$ cat config.mk
export PLATFORM = sky130hd
export DESIGN_NAME = flash_status_ctrl
export DESIGN_NICKNAME = d
export VERILOG_FILES = /design/src/rtl/flash_stat_pkg.sv /design/src/rtl/flash_cmd_class.sv /design/src/rtl/flash_wr_permit.sv /design/src/rtl/flash_nv_merge.sv /design/src/rtl/flash_stat_read.sv /design/src/rtl/flash_status_ctrl.sv
export SDC_FILE = /design/constraint.sdc
export NUM_CORES = 1
export LEC_CHECK = 0
export BUFFER_PORTS_ARGS = -buffer_cell sky130_fd_sc_hd__buf_2
export CORE_MARGIN = 3
export CORE_UTILIZATION = 40
export DETAILED_ROUTE_END_ITERATION = 6
export GPL_TIMING_DRIVEN = 0
export PLACE_DENSITY_LB_ADDON = 0.3
export SETUP_SLACK_MARGIN = 0.05
export SYNTH_ARGS = -nofsm -noshare
export SYNTH_HDL_FRONTEND = slang
export SYNTH_SLANG_ARGS = --single-unit
$ cat constraint.sdc
create_clock -name clk_i -period 3.4 [get_ports clk_i]
set_clock_uncertainty 0.1 [all_clocks]
set_input_delay 0.34 -clock clk_i [delete_from_list [all_inputs] [get_ports clk_i]]
set_output_delay 0.34 -clock clk_i [all_outputs]
set_load 0.01 [all_outputs]
$ cat src/rtl/flash_stat_pkg.sv
`timescale 1ns/1ps
package flash_stat_pkg;
   localparam int STAT_W    = 16;
   localparam int OPC_W     = 8;
   localparam int MAX_LOCKS = 3;

   localparam int B_BUSY = 0;
   localparam int B_WEL  = 1;
   localparam int B_BP0  = 2;
   localparam int B_SRP0 = 7;
   localparam int B_SRP1 = 8;
   localparam int B_QE   = 9;
   localparam int B_RSV  = 10;
   localparam int B_LB1  = 11;
   localparam int B_CMP  = 14;
   localparam int B_SUS  = 15;

   localparam logic [OPC_W-1:0] OP_WREN    = 8'h06;
   localparam logic [OPC_W-1:0] OP_WRDI    = 8'h04;
   localparam logic [OPC_W-1:0] OP_STWR    = 8'h01;
   localparam logic [OPC_W-1:0] OP_RDLO    = 8'h05;
   localparam logic [OPC_W-1:0] OP_RDHI    = 8'h35;
   localparam logic [OPC_W-1:0] OP_SUSP    = 8'h75;
   localparam logic [OPC_W-1:0] OP_RESUME  = 8'h7A;
   localparam logic [OPC_W-1:0] OP_PDOWN   = 8'hB9;
   localparam logic [OPC_W-1:0] OP_WAKE    = 8'hAB;
   localparam logic [OPC_W-1:0] OP_PROG    = 8'h02;
   localparam logic [OPC_W-1:0] OP_QPROG   = 8'h32;
   localparam logic [OPC_W-1:0] OP_ER4K    = 8'h20;
   localparam logic [OPC_W-1:0] OP_ER32K   = 8'h52;
   localparam logic [OPC_W-1:0] OP_ER64K   = 8'hD8;
   localparam logic [OPC_W-1:0] OP_ERALL_A = 8'hC7;
   localparam logic [OPC_W-1:0] OP_ERALL_B = 8'h60;
   localparam logic [OPC_W-1:0] OP_SECER   = 8'h44;
   localparam logic [OPC_W-1:0] OP_SECPG   = 8'h42;

   typedef enum logic [3:0] {
      CC_NONE, CC_WREN, CC_WRDI, CC_ARRAY, CC_STWR, CC_RDLO,
      CC_RDHI, CC_SUSP, CC_RESUME, CC_PDOWN, CC_WAKE
   } cmd_class_e;

   typedef struct packed {
      logic wren;
      logic wrdi;
      logic array_op;
      logic stwr;
      logic rdlo;
      logic rdhi;
      logic susp;
      logic resume;
      logic pdown;
      logic wake;
   } grant_t;
endpackage

$ cat src/rtl/flash_cmd_class.sv
`timescale 1ns/1ps
module flash_cmd_class
   import flash_stat_pkg::*;
#(
   parameter bit QUAD_PROG_EN = 1'b1,
   parameter bit SEC_REG_EN   = 1'b1
) (
   input  logic             valid_i,
   input  logic [OPC_W-1:0] code_i,
   output cmd_class_e       cls_o
);
   localparam cmd_class_e QPROG_CLS = QUAD_PROG_EN ? CC_ARRAY : CC_NONE;
   localparam cmd_class_e SEC_CLS   = SEC_REG_EN   ? CC_ARRAY : CC_NONE;

   always_comb begin
      cls_o = CC_NONE;
      if (valid_i) begin
         case (code_i)
            OP_WREN:                 cls_o = CC_WREN;
            OP_WRDI:                 cls_o = CC_WRDI;
            OP_STWR:                 cls_o = CC_STWR;
            OP_RDLO:                 cls_o = CC_RDLO;
            OP_RDHI:                 cls_o = CC_RDHI;
            OP_SUSP:                 cls_o = CC_SUSP;
            OP_RESUME:               cls_o = CC_RESUME;
            OP_PDOWN:                cls_o = CC_PDOWN;
            OP_WAKE:                 cls_o = CC_WAKE;
            OP_PROG, OP_ER4K, OP_ER32K, OP_ER64K,
            OP_ERALL_A, OP_ERALL_B:  cls_o = CC_ARRAY;
            OP_QPROG:                cls_o = QPROG_CLS;
            OP_SECER, OP_SECPG:      cls_o = SEC_CLS;
            default:                 cls_o = CC_NONE;
         endcase
      end
   end
endmodule

$ cat src/rtl/flash_wr_permit.sv
`timescale 1ns/1ps
module flash_wr_permit
   import flash_stat_pkg::*;
#(
   parameter bit HW_PIN_GATE = 1'b1
) (
   input  cmd_class_e cls_i,
   input  logic       busy_i,
   input  logic       busy_is_stwr_i,
   input  logic       sus_i,
   input  logic       pd_i,
   input  logic       op_done_i,
   input  logic       wel_i,
   input  logic       srp0_i,
   input  logic       srp1_i,
   input  logic       qe_i,
   input  logic       wp_ni,
   output grant_t     grant_o
);
   logic pin_block;
   logic stwr_ok;

   generate
      if (HW_PIN_GATE) begin : g_pin_gate
         assign pin_block = srp0_i & ~srp1_i & ~qe_i & ~wp_ni;
      end else begin : g_no_pin_gate
         logic unused_pin;
         assign unused_pin = ^{srp0_i, qe_i, wp_ni};
         assign pin_block  = 1'b0;
      end
   endgenerate

   assign stwr_ok = ~srp1_i & ~pin_block;

   always_comb begin
      grant_o = '0;
      if (pd_i) begin
         grant_o.wake = (cls_i == CC_WAKE);
      end else if (busy_i) begin
         grant_o.rdlo = (cls_i == CC_RDLO);
         grant_o.rdhi = (cls_i == CC_RDHI);
         grant_o.susp = (cls_i == CC_SUSP) & ~busy_is_stwr_i & ~op_done_i;
      end else begin
         case (cls_i)
            CC_WREN:   grant_o.wren     = 1'b1;
            CC_WRDI:   grant_o.wrdi     = 1'b1;
            CC_RDLO:   grant_o.rdlo     = 1'b1;
            CC_RDHI:   grant_o.rdhi     = 1'b1;
            CC_PDOWN:  grant_o.pdown    = 1'b1;
            CC_RESUME: grant_o.resume   = sus_i;
            CC_ARRAY:  grant_o.array_op = wel_i & ~sus_i;
            CC_STWR:   grant_o.stwr     = wel_i & ~sus_i & stwr_ok;
            default:   grant_o          = '0;
         endcase
      end
   end
endmodule

$ cat src/rtl/flash_nv_merge.sv
`timescale 1ns/1ps
module flash_nv_merge
   import flash_stat_pkg::*;
#(
   parameter int NUM_LOCKS = MAX_LOCKS
) (
   input  logic [STAT_W-1:0]    data_i,
   input  logic                 old_qe_i,
   input  logic [MAX_LOCKS-1:0] old_locks_i,
   input  logic                 qpi_i,
   output logic [STAT_W-1:0]    nv_o
);
   logic [MAX_LOCKS-1:0] locks_nxt;
   logic                 unused_data;

   assign unused_data = ^{data_i[B_BUSY], data_i[B_WEL], data_i[B_RSV], data_i[B_SUS]};

   for (genvar i = 0; i < MAX_LOCKS; i++) begin : g_lock
      if (i < NUM_LOCKS) begin : g_used
         assign locks_nxt[i] = old_locks_i[i] | data_i[B_LB1+i];
      end else begin : g_absent
         logic unused_lock;
         assign unused_lock  = old_locks_i[i] ^ data_i[B_LB1+i];
         assign locks_nxt[i] = 1'b0;
      end
   end

   always_comb begin
      nv_o                         = '0;
      nv_o[B_SRP1:B_BP0]           = data_i[B_SRP1:B_BP0];
      nv_o[B_QE]                   = data_i[B_QE] | (qpi_i & old_qe_i);
      nv_o[B_LB1 +: MAX_LOCKS]     = locks_nxt;
      nv_o[B_CMP]                  = data_i[B_CMP];
   end
endmodule

$ cat src/rtl/flash_stat_read.sv
`timescale 1ns/1ps
module flash_stat_read
   import flash_stat_pkg::*;
#(
   parameter bit REGISTERED = 1'b1
) (
   input  logic              clk_i,
   input  logic              rst_ni,
   input  logic              rd_lo_i,
   input  logic              rd_hi_i,
   input  logic [STAT_W-1:0] status_i,
   output logic              rd_valid_o,
   output logic [7:0]        rd_byte_o
);
   localparam int HALF = STAT_W / 2;

   logic [7:0] sel_byte;
   assign sel_byte = rd_hi_i ? status_i[STAT_W-1:HALF] : status_i[HALF-1:0];

   generate
      if (REGISTERED) begin : g_reg
         always_ff @(posedge clk_i or negedge rst_ni) begin
            if (!rst_ni) begin
               rd_valid_o <= 1'b0;
               rd_byte_o  <= '0;
            end else begin
               rd_valid_o <= rd_lo_i | rd_hi_i;
               if (rd_lo_i | rd_hi_i) rd_byte_o <= sel_byte;
            end
         end
      end else begin : g_comb
         logic unused_clk;
         assign unused_clk = clk_i ^ rst_ni;
         assign rd_valid_o = rd_lo_i | rd_hi_i;
         assign rd_byte_o  = sel_byte;
      end
   endgenerate

   always_comb begin
      assert (!(rd_lo_i && rd_hi_i)) else $error("assert_one_read_R13");
   end
endmodule

$ cat src/rtl/flash_status_ctrl.sv
`timescale 1ns/1ps
module flash_status_ctrl
   import flash_stat_pkg::*;
#(
   parameter int NUM_LOCKS       = 3,
   parameter bit HW_PIN_GATE     = 1'b1,
   parameter bit QUAD_PROG_EN    = 1'b1,
   parameter bit SEC_REG_EN      = 1'b1,
   parameter bit READ_REGISTERED = 1'b1
) (
   input  logic        clk_i,
   input  logic        rst_ni,
   input  logic        pwr_cycle_i,
   input  logic        cmd_valid_i,
   input  logic [7:0]  cmd_code_i,
   input  logic [15:0] cmd_data_i,
   input  logic        qpi_mode_i,
   input  logic        wp_ni,
   input  logic        op_done_i,
   output logic [15:0] status_o,
   output logic        power_down_o,
   output logic        op_start_o,
   output logic [7:0]  op_code_o,
   output logic        rd_valid_o,
   output logic [7:0]  rd_byte_o
);
   localparam int LOCK_HI = B_LB1 + MAX_LOCKS - 1;

   initial begin
      if (NUM_LOCKS < 1 || NUM_LOCKS > MAX_LOCKS)
         $fatal(1, "NUM_LOCKS must lie in 1..%0d", MAX_LOCKS);
      if (STAT_W != 16 || OPC_W != 8)
         $fatal(1, "status word must be 16 bits and opcodes 8 bits");
   end

   logic [STAT_W-1:0] nv_q, nv_merged;
   logic              busy_q, busy_sw_q, wel_q, sus_q, pd_q;
   logic              op_start_q;
   logic [OPC_W-1:0]  op_code_q;
   cmd_class_e        cls;
   grant_t            grant;

   flash_cmd_class #(
      .QUAD_PROG_EN (QUAD_PROG_EN),
      .SEC_REG_EN   (SEC_REG_EN)
   ) i_class (
      .valid_i (cmd_valid_i & ~pwr_cycle_i),
      .code_i  (cmd_code_i),
      .cls_o   (cls)
   );

   flash_wr_permit #(
      .HW_PIN_GATE (HW_PIN_GATE)
   ) i_permit (
      .cls_i          (cls),
      .busy_i         (busy_q),
      .busy_is_stwr_i (busy_sw_q),
      .sus_i          (sus_q),
      .pd_i           (pd_q),
      .op_done_i      (op_done_i),
      .wel_i          (wel_q),
      .srp0_i         (nv_q[B_SRP0]),
      .srp1_i         (nv_q[B_SRP1]),
      .qe_i           (nv_q[B_QE]),
      .wp_ni          (wp_ni),
      .grant_o        (grant)
   );

   flash_nv_merge #(
      .NUM_LOCKS (NUM_LOCKS)
   ) i_merge (
      .data_i      (cmd_data_i),
      .old_qe_i    (nv_q[B_QE]),
      .old_locks_i (nv_q[LOCK_HI:B_LB1]),
      .qpi_i       (qpi_mode_i),
      .nv_o        (nv_merged)
   );

   always_comb begin
      status_o         = nv_q;
      status_o[B_BUSY] = busy_q;
      status_o[B_WEL]  = wel_q;
      status_o[B_SUS]  = sus_q;
   end

   flash_stat_read #(
      .REGISTERED (READ_REGISTERED)
   ) i_read (
      .clk_i      (clk_i),
      .rst_ni     (rst_ni),
      .rd_lo_i    (grant.rdlo),
      .rd_hi_i    (grant.rdhi),
      .status_i   (status_o),
      .rd_valid_o (rd_valid_o),
      .rd_byte_o  (rd_byte_o)
   );

   always_ff @(posedge clk_i or negedge rst_ni) begin
      if (!rst_ni) begin
         nv_q       <= '0;
         busy_q     <= 1'b0;
         busy_sw_q  <= 1'b0;
         wel_q      <= 1'b0;
         sus_q      <= 1'b0;
         pd_q       <= 1'b0;
         op_start_q <= 1'b0;
         op_code_q  <= '0;
      end else if (pwr_cycle_i) begin
         busy_q     <= 1'b0;
         busy_sw_q  <= 1'b0;
         wel_q      <= 1'b0;
         sus_q      <= 1'b0;
         pd_q       <= 1'b0;
         op_start_q <= 1'b0;
         if (nv_q[B_SRP1] && !nv_q[B_SRP0]) nv_q[B_SRP1] <= 1'b0;
      end else begin
         op_start_q <= 1'b0;
         if (busy_q && op_done_i) begin
            busy_q <= 1'b0;
            wel_q  <= 1'b0;
         end
         if (grant.wren) wel_q <= 1'b1;
         if (grant.wrdi) wel_q <= 1'b0;
         if (grant.array_op || grant.stwr) begin
            busy_q     <= 1'b1;
            busy_sw_q  <= grant.stwr;
            op_start_q <= 1'b1;
            op_code_q  <= cmd_code_i;
         end
         if (grant.stwr) nv_q <= nv_merged;
         if (grant.susp) begin
            busy_q <= 1'b0;
            sus_q  <= 1'b1;
         end
         if (grant.resume) begin
            busy_q <= 1'b1;
            sus_q  <= 1'b0;
         end
         if (grant.pdown) begin
            pd_q  <= 1'b1;
            sus_q <= 1'b0;
         end
         if (grant.wake) pd_q <= 1'b0;
      end
   end

   assign power_down_o = pd_q;
   assign op_start_o   = op_start_q;
   assign op_code_o    = op_code_q;

   // an accepted operation is busy and was write-enabled
   assert_start_needs_wel_R3: assert property (@(posedge clk_i) disable iff (!rst_ni)
      op_start_o |-> (status_o[B_BUSY] && $past(status_o[B_WEL])));

   // completion clears busy and the write-enable latch
   assert_done_clears_R4: assert property (@(posedge clk_i) disable iff (!rst_ni)
      (status_o[B_BUSY] && op_done_i && !pwr_cycle_i)
      |=> (!status_o[B_BUSY] && !status_o[B_WEL]));

   // lock bits never fall while out of reset
   assert_lock_sticky_R7: assert property (@(posedge clk_i) disable iff (!rst_ni)
      (|status_o[LOCK_HI:B_LB1])
      |=> ((status_o[LOCK_HI:B_LB1] & $past(status_o[LOCK_HI:B_LB1]))
           == $past(status_o[LOCK_HI:B_LB1])));

   // QE cannot drop because of a command issued in four-wire mode
   assert_qe_hold_qpi_R8: assert property (@(posedge clk_i) disable iff (!rst_ni)
      (qpi_mode_i && status_o[B_QE]) |=> status_o[B_QE]);

   // suspend and busy never coexist
   assert_sus_not_busy_R10: assert property (@(posedge clk_i) disable iff (!rst_ni)
      status_o[B_SUS] |-> !status_o[B_BUSY]);

   // in power-down only the wake opcode acts
   assert_pd_lockout_R11: assert property (@(posedge clk_i) disable iff (!rst_ni)
      (power_down_o && !pwr_cycle_i && !(cmd_valid_i && cmd_code_i == OP_WAKE))
      |=> ($stable(status_o) && power_down_o && !rd_valid_o && !op_start_o));
endmodule

==> metrics.cfg <==
[placed_design]
place_ws_ps=422
port-buffer-count=59
dpl.hpwl_mm=3.31
placed_cell_area_sq_um=2270
gpl.final_weighted_congestion=0.828
placed_cells=286

[cts]
worst_setup_hold_path_clk_slew_ps=80
worstSkewPairLatency_ps=280
cts_hold_repair.buffers=0
cts_root_buf=sky130_fd_sc_hd__clkbuf_8
cts_setup_buffers=0
clock_sink_count=35
cts_tree=done
h_tree_depth=2
cts_resized=0
cts-root-to-sink-buffers=2
cts_buffers=5

[global_route]
overflow=0
grt_max_degree=36
grt_pass1_wl_mm=7.31
groute.usage.overall=0.168
antenna_found_initial=0
first_global_vias=1583

[sta]
slew_violations=0
fin_ws_ps=730
rsz0062_at_grt=false
final.setup.tns_ps=0
worst-slew-pin-transition_ps=766
timing.final.hold_violations=0
timing.final.crit_period_ps=2670
finalCritPeriodShare=0.785
worst_slew_margin_rel=0.490
holdWs_ps=20.9
max_freq_mhz=375
timing.final.setup_violations=0

[die]
rows=24
design.die.area_sq_um=5650
initial_core_util=0.427
core_sq_um=4470
ios=66
die_h_um=75.1
die_width_um=75.1

[finish]
post_layout_nonfiller_instances=294
diodes=0
post-route-cell-area_sq_um=2380
syn_to_final_growth_pct=24.3
multi_input_comb_area_sq_um=938
nFillCells=410
regArea_sq_um=876
finalNetCount=272
layout-drive-gt1-share=0.413

[critical_path]
worstPathRequired_ps=3470
cpLargestDelayFamily=simple AND/OR/NAND/NOR gates
timing.critical_path.slowest_cell_delay_ps=610
critical_path_class=in -> reg
crit_arrival_ps=2740
crit_path_slowest_cell=sky130_fd_sc_hd__or4_4
critPathMaxFanout=10
crit_path_start_kind=input port
crit_buf_inv=2
critical_path.endpoint_type=flip-flop
cp_cell_sequence=buf_2 > nor2_1 > o2111ai_1 > or4_4 > nor3_4 > buf_4 > mux2_2

[synthesis]
synth_cells=175
yosysUniqueCellTypes=54
ys_ff_latch=35
synth.yosys.seq_area_share=0.458
netlist_area_sq_um=1910
synthMostInstantiatedCell=sky130_fd_sc_hd__dfrtp_1
post_synth_main_area_contributors=sky130_fd_sc_hd__dfrtp_1 46%, sky130_fd_sc_hd__mux2_4 6.3%, sky130_fd_sc_hd__mux2i_1 3.7%, sky130_fd_sc_hd__mux2_2 3.5%, sky130_fd_sc_hd__a21oi_1 3.1%
synth-edff-count=0
synthDominantCellAreaShare=0.458
synth.top_cells.by_count=35 x sky130_fd_sc_hd__dfrtp_1, 14 x sky130_fd_sc_hd__nor2_1, 12 x sky130_fd_sc_hd__a21oi_1
synthFlopType=sky130_fd_sc_hd__dfrtp_1
synth_top_area_cell=sky130_fd_sc_hd__dfrtp_1
synth.avg_cell_area_sq_um=10.9
syn-num-nets=206
synthesis.yosys.warnings=0
synthArstFlopShare=1.00

[run]
drv_cap=0

[routing]
initialDrtViolationCount=85
post_drt_via_cell_ratio=5.45
ant_nets=0
via_count=1603
finalWirelength_mm=4.39
drt-pass1-iter-count=4
number_of_remaining_drc_errors=0
route.detailed.wl_per_inst_um=14.9

[worst_hold_path]
holdCritPathClass=in -> async

[power_and_ir_drop]
power.density_nw_per_um2=345
irDropWorstVdd_mv=0.203
leak_pwr_nw=1.32

[status]
status=completed

==> registers in the layout, summed over array words and instances, names as in the netlist <==
name and cells:
op_code_o 8, nv_q 12, busy_sw_q 1, i_read.rd_byte_o 8, wel_q 1, busy_q 1, sus_q 1, i_read.rd_valid_o 1
op_start_o 1, power_down_o 1
==> cell usage in the layout, fill, tap and decap left out, types with 4 or more instances in the layout <==
cell / count
sky130_fd_sc_hd__nand2b_1: 6
sky130_fd_sc_hd__a21oi_1: 12
sky130_fd_sc_hd__nor2_1: 14
sky130_fd_sc_hd__nor3_1: 4
sky130_fd_sc_hd__mux2_2: 6
sky130_fd_sc_hd__nand2_1: 9
sky130_fd_sc_hd__mux2i_1: 7
sky130_fd_sc_hd__dfrtp_1: 35
sky130_fd_sc_hd__buf_4: 8
sky130_fd_sc_hd__buf_2: 62
sky130_fd_sc_hd__o21ai_0: 4
sky130_fd_sc_hd__clkbuf_8: 7
sky130_fd_sc_hd__mux2_4: 8
==> final timing paths <==
kind	startpoint	endpoint	cells past startpoint	slack, ps
setup reg to reg	busy_q	nv_q[6]	5	760
hold / removal	rst_ni	op_code_o[4]	1	20
min in group clk_i	cmd_data_i[11]	nv_q[11]	2	150
max in group asynchronous	rst_ni	nv_q[13]	1	2690
hold reg to reg	nv_q[12]	nv_q[12]	1	380
setup / recovery	cmd_code_i[7]	nv_q[6]	7	730
==> per-layer routing <==
| metal | part of all wire | wire (um) | track usage |
|---|---|---|---|
| met2 | 0.46 | 2020 | 0.247 |
| met1 | 0.48 | 2090 | 0.242 |
| met4 | 0.012 | 51 | 0.0485 |
| met5 | 0 | 0 | 0 |
| met3 | 0.053 | 233 | 0.0481 |
==> cells by family after synthesis <==
family,after synthesis,share of synthesized area
XOR/XNOR,1,0.00458
other,1,0.00196
buffers and inverters,15,0.0510
flip-flops,35,0.458
multiplexers,21,0.135
AO/OA/AOI/OAI,43,0.170
AND/OR/NAND/NOR,59,0.179
==> final cells by class <==
cell class	instances	share of cell area
plain buffers	13	0.0379
clock buffers	7	0.0405
clock inverters	1	0.00316
inverters	2	0.00316
multi-input cells	125	0.395
flip-flops and latches	35	0.369
well taps	52	0.0274
repair buffers	59	0.124
==> per-stage QoR <==
| step | total power [mW] | utilization |
|---|---|---|
| 2_1_floorplan | 0.456 | - |
| 3_3_place_gp | 0.490 | 0.508 |
| 3_5_place_dp | 0.491 | 0.508 |
| 4_1_cts | 0.828 | 0.531 |
| 5_1_grt | 0.851 | 0.531 |
| 6_report | 0.820 | 0.531 |
==> report_power, final <==
| part | total (mW) | switching [mW] | internal (mW) |
|---|---|---|---|
| Combinational | 0.0646 | 0.0388 | 0.0258 |
| Sequential | 0.418 | 0.000646 | 0.417 |
| Clock | 0.337 | 0.153 | 0.184 |
| Total | 0.820 | 0.192 | 0.627 |
(Power assumes the default switching activity.)
